==> src/rtl/mpr_pkg.sv <==
package mpr_pkg;

    typedef enum logic [1:0] {
        MD_SHIFT = 2'b00,
        MD_UART8 = 2'b01,
        MD_ADDR9 = 2'b10,
        MD_ALL9  = 2'b11
    } mode_e;

    typedef enum logic [2:0] {
        ST_IDLE,
        ST_START,
        ST_DATA,
        ST_NINTH,
        ST_STOP
    } rx_state_e;

endpackage

==> src/rtl/mpr_sync.sv <==
module mpr_sync #(
    parameter int STAGES = 2
) (
    input  logic clk,
    input  logic rst_n,
    input  logic din,
    output logic dout
);
    logic [STAGES-1:0] q;

    // idle-high line: reset to ones so no false edge after reset
    always_ff @(posedge clk or negedge rst_n) begin
        if (!rst_n) q <= '1;
        else        q <= {q[STAGES-2:0], din};
    end

    assign dout = q[STAGES-1];
endmodule

==> src/rtl/mpr_frame_fsm.sv <==
module mpr_frame_fsm
    import mpr_pkg::*;
#(
    parameter int DATA_W = 8,
    parameter int OVS    = 16
) (
    input  logic              clk,
    input  logic              rst_n,
    input  logic              tick,
    input  logic              rxd_s,
    input  logic              run,
    input  logic              nine,
    output rx_state_e         st,
    output logic              done,
    output logic [DATA_W-1:0] frm_data,
    output logic              frm_b9
);
    localparam int CNT_W = $clog2(OVS);
    localparam int BIT_W = $clog2(DATA_W);
    localparam logic [CNT_W-1:0] START_LIM = CNT_W'(OVS/2 - 1);
    localparam logic [CNT_W-1:0] BIT_LIM   = CNT_W'(OVS - 1);
    localparam logic [BIT_W-1:0] LAST_BIT  = BIT_W'(DATA_W - 1);

    rx_state_e          st_n;
    logic [CNT_W-1:0]   cnt;
    logic [BIT_W-1:0]   bcnt;
    logic [DATA_W-1:0]  shreg;
    logic               b9_q;
    logic               prev_q;
    logic               fall;
    logic               sample_now;

    assign fall       = tick && prev_q && !rxd_s;
    assign sample_now = tick && (st != ST_IDLE) &&
                        (cnt == ((st == ST_START) ? START_LIM : BIT_LIM));

    // state register
    always_ff @(posedge clk or negedge rst_n) begin
        if (!rst_n) st <= ST_IDLE;
        else        st <= st_n;
    end

    // next-state logic
    always_comb begin
        st_n = st;
        unique case (st)
            ST_IDLE:  if (fall) st_n = ST_START;
            ST_START: if (sample_now) st_n = rxd_s ? ST_IDLE : ST_DATA;
            ST_DATA:  if (sample_now && bcnt == LAST_BIT)
                          st_n = nine ? ST_NINTH : ST_STOP;
            ST_NINTH: if (sample_now) st_n = ST_STOP;
            ST_STOP:  if (sample_now) st_n = ST_IDLE;
        endcase
        if (!run) st_n = ST_IDLE;
    end

    // tick-rate line history for edge detection
    always_ff @(posedge clk or negedge rst_n) begin
        if (!rst_n)    prev_q <= 1'b1;
        else if (tick) prev_q <= rxd_s;
    end

    // oversample counter, bit counter and shifter
    always_ff @(posedge clk or negedge rst_n) begin
        if (!rst_n) begin
            cnt   <= '0;
            bcnt  <= '0;
            shreg <= '0;
            b9_q  <= 1'b0;
        end else if (!run) begin
            cnt  <= '0;
            bcnt <= '0;
        end else if (tick) begin
            if (st == ST_IDLE || sample_now) cnt <= '0;
            else                             cnt <= cnt + 1'b1;
            if (sample_now) begin
                unique case (st)
                    ST_START: begin
                        bcnt <= '0;
                        b9_q <= 1'b0;
                    end
                    ST_DATA: begin
                        shreg <= {rxd_s, shreg[DATA_W-1:1]};
                        bcnt  <= bcnt + 1'b1;
                    end
                    ST_NINTH: b9_q <= rxd_s;
                    default: ;
                endcase
            end
        end
    end

    // outputs
    always_comb begin
        done     = run && sample_now && (st == ST_STOP) && rxd_s;
        frm_data = shreg;
        frm_b9   = nine && b9_q;
    end
endmodule

==> src/rtl/mpr_accept.sv <==
module mpr_accept
    import mpr_pkg::*;
#(
    parameter int DATA_W = 8
) (
    input  logic              clk,
    input  logic              rst_n,
    input  mode_e             md,
    input  logic              abort,
    input  logic              done,
    input  logic [DATA_W-1:0] frm_data,
    input  logic              frm_b9,
    input  logic              par_en,
    input  logic              par_odd,
    input  logic              ri_clr,
    output logic [DATA_W-1:0] rx_data,
    output logic              rx_bit9,
    output logic              ri,
    output logic              par_err,
    output logic              take
);
    logic par_chk;
    logic ones_odd;
    logic bad_par;

    always_comb begin
        unique case (md)
            MD_UART8: take = done;
            MD_ALL9:  take = done;
            MD_ADDR9: take = done && frm_b9;
            MD_SHIFT: take = 1'b0;
        endcase
        if (abort) take = 1'b0;
        par_chk  = par_en && (md == MD_UART8 || md == MD_ALL9);
        ones_odd = (^frm_data) ^ ((md == MD_ALL9) && frm_b9);
        bad_par  = par_chk && (ones_odd != par_odd);
    end

    always_ff @(posedge clk or negedge rst_n) begin
        if (!rst_n) begin
            rx_data <= '0;
            rx_bit9 <= 1'b0;
            ri      <= 1'b0;
            par_err <= 1'b0;
        end else if (abort) begin
            ri      <= 1'b0;
            par_err <= 1'b0;
        end else if (take) begin
            rx_data <= frm_data;
            rx_bit9 <= frm_b9;
            ri      <= 1'b1;
            par_err <= bad_par;
        end else if (ri_clr) begin
            ri      <= 1'b0;
            par_err <= 1'b0;
        end
    end
endmodule

==> src/rtl/mpr_rx.sv <==
module mpr_rx
    import mpr_pkg::*;
#(
    parameter int DATA_W      = 8,
    parameter int OVS         = 16,
    parameter int SYNC_STAGES = 2
) (
    input  logic              clk,
    input  logic              rst_n,
    input  logic              tick,
    input  logic              rxd,
    input  logic [1:0]        mode,
    input  logic              rx_en,
    input  logic              par_en,
    input  logic              par_odd,
    input  logic              ri_clr,
    output logic [DATA_W-1:0] rx_data,
    output logic              rx_bit9,
    output logic              ri,
    output logic              par_err
);
    mode_e             md;
    mode_e             mode_q;
    logic              abort;
    logic              run;
    logic              rxd_s;
    rx_state_e         st;
    logic              done;
    logic [DATA_W-1:0] frm_data;
    logic              frm_b9;
    logic              take;

    assign md    = mode_e'(mode);
    assign abort = (md != mode_q);
    assign run   = rx_en && !abort && (md != MD_SHIFT);

    always_ff @(posedge clk or negedge rst_n) begin
        if (!rst_n) mode_q <= MD_SHIFT;
        else        mode_q <= md;
    end

    mpr_sync #(.STAGES(SYNC_STAGES)) u_sync (
        .clk(clk), .rst_n(rst_n), .din(rxd), .dout(rxd_s)
    );

    mpr_frame_fsm #(.DATA_W(DATA_W), .OVS(OVS)) u_fsm (
        .clk(clk), .rst_n(rst_n), .tick(tick), .rxd_s(rxd_s),
        .run(run), .nine(md[1]), .st(st), .done(done),
        .frm_data(frm_data), .frm_b9(frm_b9)
    );

    mpr_accept #(.DATA_W(DATA_W)) u_acc (
        .clk(clk), .rst_n(rst_n), .md(md), .abort(abort), .done(done),
        .frm_data(frm_data), .frm_b9(frm_b9), .par_en(par_en),
        .par_odd(par_odd), .ri_clr(ri_clr), .rx_data(rx_data),
        .rx_bit9(rx_bit9), .ri(ri), .par_err(par_err), .take(take)
    );
endmodule

==> config.mk <==
export PLATFORM = sky130hd
export DESIGN_NAME = mpr_rx
export DESIGN_NICKNAME = d
export VERILOG_FILES = /design/src/rtl/mpr_pkg.sv /design/src/rtl/mpr_sync.sv /design/src/rtl/mpr_frame_fsm.sv /design/src/rtl/mpr_accept.sv /design/src/rtl/mpr_rx.sv
export SDC_FILE = /design/constraint.sdc
export NUM_CORES = 1
export LEC_CHECK = 0
export BUFFER_PORTS_ARGS = -buffer_cell sky130_fd_sc_hd__buf_4
export CAP_MARGIN = 20
export CORE_MARGIN = 3
export CORE_UTILIZATION = 40
export DETAILED_ROUTE_END_ITERATION = 10
export PLACE_DENSITY = 0.56
export SYNTH_ARGS = -nofsm -noshare
export SYNTH_HDL_FRONTEND = slang
export SYNTH_SLANG_ARGS = --single-unit
==> constraint.sdc <==
create_clock -name clk -period 3.3 [get_ports clk]
set_input_delay 0.495 -clock clk [delete_from_list [all_inputs] [get_ports clk]]
set_output_delay 0.495 -clock clk [all_outputs]
set_load 0.01 [all_outputs]
==> flow_metrics.env, run 1 <==
export IMPL_outcome="finished clean"
export IMPL_num_antenna_cells=0
export IMPL_crit_required_ns=3.47
export IMPL_cts_buffers=5
export IMPL_cts_root_buf="clkbuf_8"
export IMPL_slowest_delay_ns=0.53
export IMPL_grt_usage=0.133
export IMPL_internal_power_w=0.000706
export IMPL_p_switching_w=0.000195
export IMPL_final_cell_mix="dfrtp_1, buf_4, mux2_2"
export IMPL_cts_tree="done"
export IMPL_nets=173
export IMPL_worstSetupStartpoint="u_fsm.st[1]"
export IMPL_place_inst=203
export IMPL_crit_chain="or3_4, nand2_4, nor3_4, nand4bb_2, mux2_4"
export IMPL_place_hpwl_mm=2.18
export IMPL_synth_area_per_cell_um2=12.9
export IMPL_fin_util=0.502
export IMPL_antenna_found_initial=0
export IMPL_crit_path_top_delay_cell="dfrtp_1"
export IMPL_synthFlopType="dfrtp_1"
export IMPL_whs_ns=0.142
export IMPL_p_per_area_nw_per_um2=436
export IMPL_overflow=0
export IMPL_crit_arrival_ns=2.43
export IMPL_pwr_share_seq=0.488
export IMPL_yosys_warnings=0
export IMPL_fp_dieArea_um2=5250
export IMPL_relSlewSlack=0.646
export IMPL_yosysTopAreaCell="dfrtp_1"
export IMPL_syn_inst=137
export IMPL_p_leak_nw=1.02
export IMPL_min_period_ns=2.26
export IMPL_layout_drive_gt1_share=0.385
export IMPL_synthDistinctLibCells=41
export IMPL_drv_cap=0
export IMPL_wirelength_mm=3.11
export IMPL_finalSetupViolations=0
export IMPL_worst_pin_slew_ns=0.531
export IMPL_rrSetupSlack_ns=1.04
export IMPL_io_pins=21
export IMPL_cts_resized=0
export IMPL_clock_power_share=0.455
export IMPL_die_height_um=72.4
export IMPL_slew_viol_final=0
export IMPL_yosys_area_top_type_share=0.454
export IMPL_synth_seq_area_share=0.498
export IMPL_grt_pass1_vias=1121
export IMPL_postRouteAntennaNets=0
export IMPL_ir_drop_mv=0.209
export IMPL_reg2reg_from="u_fsm.st[1]"
export IMPL_synth_seq_cells=35
export IMPL_coreArea_um2=4120
export IMPL_clkLatencyLatePin_ns=0.29
export IMPL_synth_edff_count=0
export IMPL_cts_sinks=35
export IMPL_finalSetupTns_ns=0
export IMPL_fin_worst_skew_ns=0.00590
export IMPL_rr_endpoint="u_acc.rx_data[2]"
export IMPL_cp_max_fo=11
export IMPL_synth_nets=150
export IMPL_area_growth_synth_to_final_pct=16.9
export IMPL_drc=0
export IMPL_drt_first_pass_iters=4
export IMPL_synthArstFlopShare=1.00
export IMPL_final_common_cell="dfrtp_1"
export IMPL_grt_pass1_wl_mm=5.33
export IMPL_period_share=0.684
export IMPL_viasPerCell=5.36
export IMPL_fillCellCount=385
export IMPL_hp_class="input port to asynchronous set/reset pin"
export IMPL_port_buffer_count=20
export IMPL_drtIter0Drc=79
export IMPL_cp_start_kind="flop"
export IMPL_final_hold_violation_count=0
export IMPL_htreeDepth=2
export IMPL_die_w_um=72.4
export IMPL_wire_per_inst_um=14.7
export IMPL_rows=23
export IMPL_postCtsSetupRepairBufs=0
export IMPL_worstSetupEndpointType="flop"
export IMPL_p_sw_frac=0.216
export IMPL_power_total_w=0.000901
export IMPL_rsz0062_at_grt="false"
export IMPL_synth_area_um2=1770
export IMPL_clockBufferDepth=2
export IMPL_yosys_top_cells_area="dfrtp_1, mux2_2, mux2_4, dfstp_2, xnor2_1"
export IMPL_clk_pin_slew_ns=0.07
export IMPL_reg2regPathDepth=5
export IMPL_critPathKind="flop to flop"
export IMPL_gp_congestion=0.774
export IMPL_grt_max_degree=36
export IMPL_initial_core_util=0.429
export IMPL_pwr_share_comb=0.057
export IMPL_hold_buffers=0
export IMPL_stdcell_count=211
export IMPL_fmax_ghz=0.443
export IMPL_vias=1130
metrics by stage:
step | instance area [um^2] | setup WS, ns
2_1_floorplan | 1770 | 1.34
3_3_place_gp | 1940 | 1.00
3_5_place_dp | 1940 | 0.937
4_1_cts | 2060 | 1.03
5_1_grt | 2060 | 0.850
6_report | 2060 | 1.04
cell families (layout without fill, tap and decap cells):
kind of cell               after synthesis  count (layout)  share of synthesized area
AOI/OAI and AO/OA                       16              16                     0.0723
and+or+nand+nor                         38              38                      0.140
DFF                                     35              35                      0.498
buffers and inverters                    9              33                     0.0326
muxes                                   24              24                      0.168
xor gates and xnor gates                12              12                     0.0673
adders and majority gates                3               3                     0.0213
synthesized netlist by cell type (2+ instances only):
library cell  instances
buf_6                 2
nor4b_1               2
inv_1                 4
a21oi_1               4
nand3_1               3
nor3_1                3
nand2_1               9
xnor2_1               8
a22o_1                3
xor2_1                3
ha_1                  3
dfrtp_1              32
mux2_4                8
o21ai_0               2
dfstp_2               3
nor2_1                8
buf_4                 2
mux2i_1               3
mux2_2               13
state kept, by name (all words and copies together) (netlist names):
name,flops
u_fsm.st,3
u_fsm.b9_q,1
u_fsm.cnt,4
mode_q,2
u_fsm.prev_q,1
u_fsm.bcnt,3
u_acc.rx_data,8
u_fsm.frm_data,8
u_acc.rx_bit9,1
u_sync.q,2
u_acc.par_err,1
u_acc.ri,1
worst max path at each step:
| stage | slack (ns) | cells past startpoint | to |
|---|---|---|---|
| finish | 1.04 | 5 | u_acc.rx_data[2] |
| global route | 0.85 | 5 | u_acc.rx_data[2] |
| CTS | 1.03 | 5 | u_acc.rx_data[2] |
| detailed placement | 0.94 | 6 | u_acc.rx_data[2] |
| global placement | 1.00 | 6 | u_acc.rx_data[4] |
| floorplan | 1.34 | 6 | u_fsm.frm_data[0] |
routing by layer:
metal  global-route usage  vias to the layer above  wire length, um
met1                0.169                      558             1450
met3               0.0457                        5              191
met4               0.0553                        0               42
li1                     -                      538                -
met5                    0                        -                0
met2                0.206                       29             1420
critical path, delay by kind of cell, from the launching register on:
kind,cells,cell delay (ns)
AND/OR/NAND/NOR,4,1.15
flip-flops,1,0.53
multiplexers,1,0.46
cell type report:
class,count,area [um^2],area share
clock inverter,2,38.8,0.0188
sequential,35,880,0.426
timing repair buffer,21,158,0.0764
clock buffer,6,82.6,0.0400
tap,50,62.6,0.0303
multi-input combinational,93,828,0.401
inverter,4,15.0,0.00727
power groups by stage:
stage | logic [W] | clock network (W) | registers, W
after CTS | 0.0000519 | 0.000420 | 0.000440
after detailed placement | 0.0000516 | 0 | 0.000448
final | 0.0000510 | 0.000410 | 0.000440
after global placement | 0.0000511 | 0 | 0.000448
after floorplan | 0.0000294 | 0 | 0.000446
after global routing | 0.0000581 | 0.000440 | 0.000440
No activity file was read; power rests on OpenSTA's default activity.
==> inputs of run 2 (changes only) <==
--- a/config.mk
+++ b/config.mk
@@ -10,7 +10,7 @@
 export CORE_MARGIN = 3
 export CORE_UTILIZATION = 40
 export DETAILED_ROUTE_END_ITERATION = 10
-export PLACE_DENSITY = 0.56
+export PLACE_DENSITY = 0.59
 export SYNTH_ARGS = -nofsm -noshare
 export SYNTH_HDL_FRONTEND = slang
 export SYNTH_SLANG_ARGS = --single-unit
==> constraint.sdc (replaced) <==
create_clock -name clk -period 1.9 [get_ports clk]
set_input_delay 0.285 -clock clk [delete_from_list [all_inputs] [get_ports clk]]
set_output_delay 0.285 -clock clk [all_outputs]
set_load 0.01 [all_outputs]
==> run 2 against run 1 <==
Against the previous run:
- the flow now finishes with violations (setup timing)
- critical path depth increased by 1
- critical path type unchanged
- register-to-register slack got worse by 1.1 ns
- count of clock-buffer cells in the layout unchanged
- routed wire length increased by 11%
- die area unchanged
- largest power group unchanged
- power increased by 55%
- sequential share of layout area decreased by 3.0 points
- first-iteration DRC count decreased by 43%
- clock skew increased by 0.0013 ns
==> flow_metrics.env, run 2 (synthesis results as in run 1) <==
export IMPL_ir_drop_mv=0.246
export IMPL_finalSetupViolations=8
export IMPL_area_growth_synth_to_final_pct=26.3
export IMPL_period_share=1.04
export IMPL_fp_dieArea_um2=5250
export IMPL_grt_pass1_vias=1241
export IMPL_hold_start="rxd"
export IMPL_die_w_um=72.4
export IMPL_rows=23
export IMPL_layout_drive_gt1_share=0.463
export IMPL_worstSetupStartpoint="mode_q[0]"
export IMPL_fin_util=0.542
export IMPL_slowest_delay_ns=0.39
export IMPL_grt_max_degree=36
export IMPL_postRouteAntennaNets=0
export IMPL_finalSetupTns_ns=-0.557
export IMPL_rsz0062_at_grt="true"
export IMPL_grt_pass1_wl_mm=5.87
export IMPL_die_height_um=72.4
export IMPL_relSlewSlack=0.702
export IMPL_drt_first_pass_iters=4
export IMPL_clkLatencyLatePin_ns=0.29
export IMPL_fin_worst_skew_ns=0.00724
export IMPL_reg2reg_from="mode_q[0]"
export IMPL_wirelength_mm=3.47
export IMPL_nets=189
export IMPL_port_buffer_count=20
export IMPL_initial_core_util=0.429
export IMPL_drtIter0Drc=45
export IMPL_final_cell_mix="buf_4, dfrtp_1, mux2_2"
export IMPL_fillCellCount=368
export IMPL_io_pins=21
export IMPL_worst_pin_slew_ns=0.447
export IMPL_p_leak_nw=1.12
export IMPL_overflow=0
export IMPL_crit_arrival_ns=2.15
export IMPL_critPathKind="flop to flop"
export IMPL_drv_cap=0
export IMPL_fmax_ghz=0.505
export IMPL_worstSetupEndpointType="flop"
export IMPL_cts_root_buf="clkbuf_8"
export IMPL_gp_congestion=0.846
export IMPL_min_period_ns=1.98
export IMPL_clockBufferDepth=2
export IMPL_cts_buffers=5
export IMPL_cp_start_kind="flop"
export IMPL_cts_tree="done"
export IMPL_hp_class="input port to flop"
export IMPL_failed_checks="setup timing"
export IMPL_vias=1207
export IMPL_cts_sinks=35
export IMPL_p_per_area_nw_per_um2=627
export IMPL_slew_viol_final=0
export IMPL_drc=0
export IMPL_final_common_cell="buf_4"
export IMPL_htreeDepth=2
export IMPL_whs_ns=0.108
export IMPL_outcome="finished, violations left"
export IMPL_num_antenna_cells=0
export IMPL_coreArea_um2=4120
export IMPL_clk_pin_slew_ns=0.07
export IMPL_wire_per_inst_um=15.3
export IMPL_crit_required_ns=2.07
export IMPL_crit_chain="xor2_1, o21ai_2, nand4b_1, nor4_4, buf_4, mux2_2"
export IMPL_crit_path_top_delay_cell="dfrtp_1"
export IMPL_place_inst=213
export IMPL_antenna_found_initial=0
export IMPL_stdcell_count=227
export IMPL_power_total_w=0.00140
export IMPL_final_hold_violation_count=0
export IMPL_viasPerCell=5.32
export IMPL_grt_usage=0.144
export IMPL_place_hpwl_mm=2.35
export IMPL_cp_max_fo=5
export IMPL_fin_ws_ns=-0.0791
run 2: cell types whose count changed in the layout (fill, tap and decap cells not counted), moves of 2 or more:
cell,delta
buf_12,+2
buf_4,+13
nand2_2,+2
nand2_1,-2
dfrtp_2,+2
dfrtp_1,-2
run 2: critical path: cells and delay by family (launching register included):
family | cells | cell delay [ns]
and+or+nand+nor | 2 | 0.52
DFF | 1 | 0.39
muxes | 1 | 0.33
AOI/OAI and AO/OA | 1 | 0.22
buffers and inverters | 1 | 0.21
xor gates and xnor gates | 1 | 0.18
run 2: layout make-up:
| class | instances | area [um^2] | area share |
|---|---|---|---|
| sequential | 35 | 882 | 0.396 |
| multi-input combinational | 93 | 880 | 0.395 |
| timing repair buffer | 37 | 305 | 0.137 |
| tap | 50 | 62.6 | 0.0281 |
| clock inverter | 2 | 12.5 | 0.00561 |
| clock buffer | 6 | 72.6 | 0.0325 |
| inverter | 4 | 15.0 | 0.00673 |
run 2: metal layers:
metal,wire length [um],global-route usage,vias to the layer above
met5,0,0,-
met4,52,0.0553,0
li1,-,-,577
met1,1510,0.184,602
met2,1760,0.236,21
met3,143,0.0360,7
run 2: final timing paths:
path	cells after the start	slack, ns	endpoint
hold reg to reg	0	0.36	u_sync.q[1]
min in group asynchronous	2	0.49	mode_q[0]
setup reg to reg	6	-0.08	u_fsm.frm_data[5]
setup / recovery	6	-0.08	u_fsm.frm_data[5]
hold / removal	1	0.11	u_sync.q[0]
max in group asynchronous	2	1.06	u_sync.q[0]
run 2: what timing repair did:
action                                 CTS  global route
setup endpoints to repair                9            24
hold buffers                             1             0
endpoints found under the hold margin   32             0
setup buffers                            3             1
cloned                                   1             0
pin swaps                                5             4
resized for setup                        8             3
run 2: through the flow:
step	instance area, um^2	setup slack, ns
3_5_place_dp	2050	-0.0836
3_3_place_gp	2050	-0.0722
2_1_floorplan	1780	-0.000364
6_report	2230	-0.0791
5_1_grt	2230	-0.150
4_1_cts	2210	-0.00794
run 2: report_power, final:
part / internal [W] / leakage, nW / switching (W)
Combinational: 0.0000537 / 0.611 / 0.0000596
Sequential: 0.000756 / 0.465 / 0.00000518
Clock: 0.000256 / 0.0412 / 0.000267
Total: 0.00107 / 1.12 / 0.000332
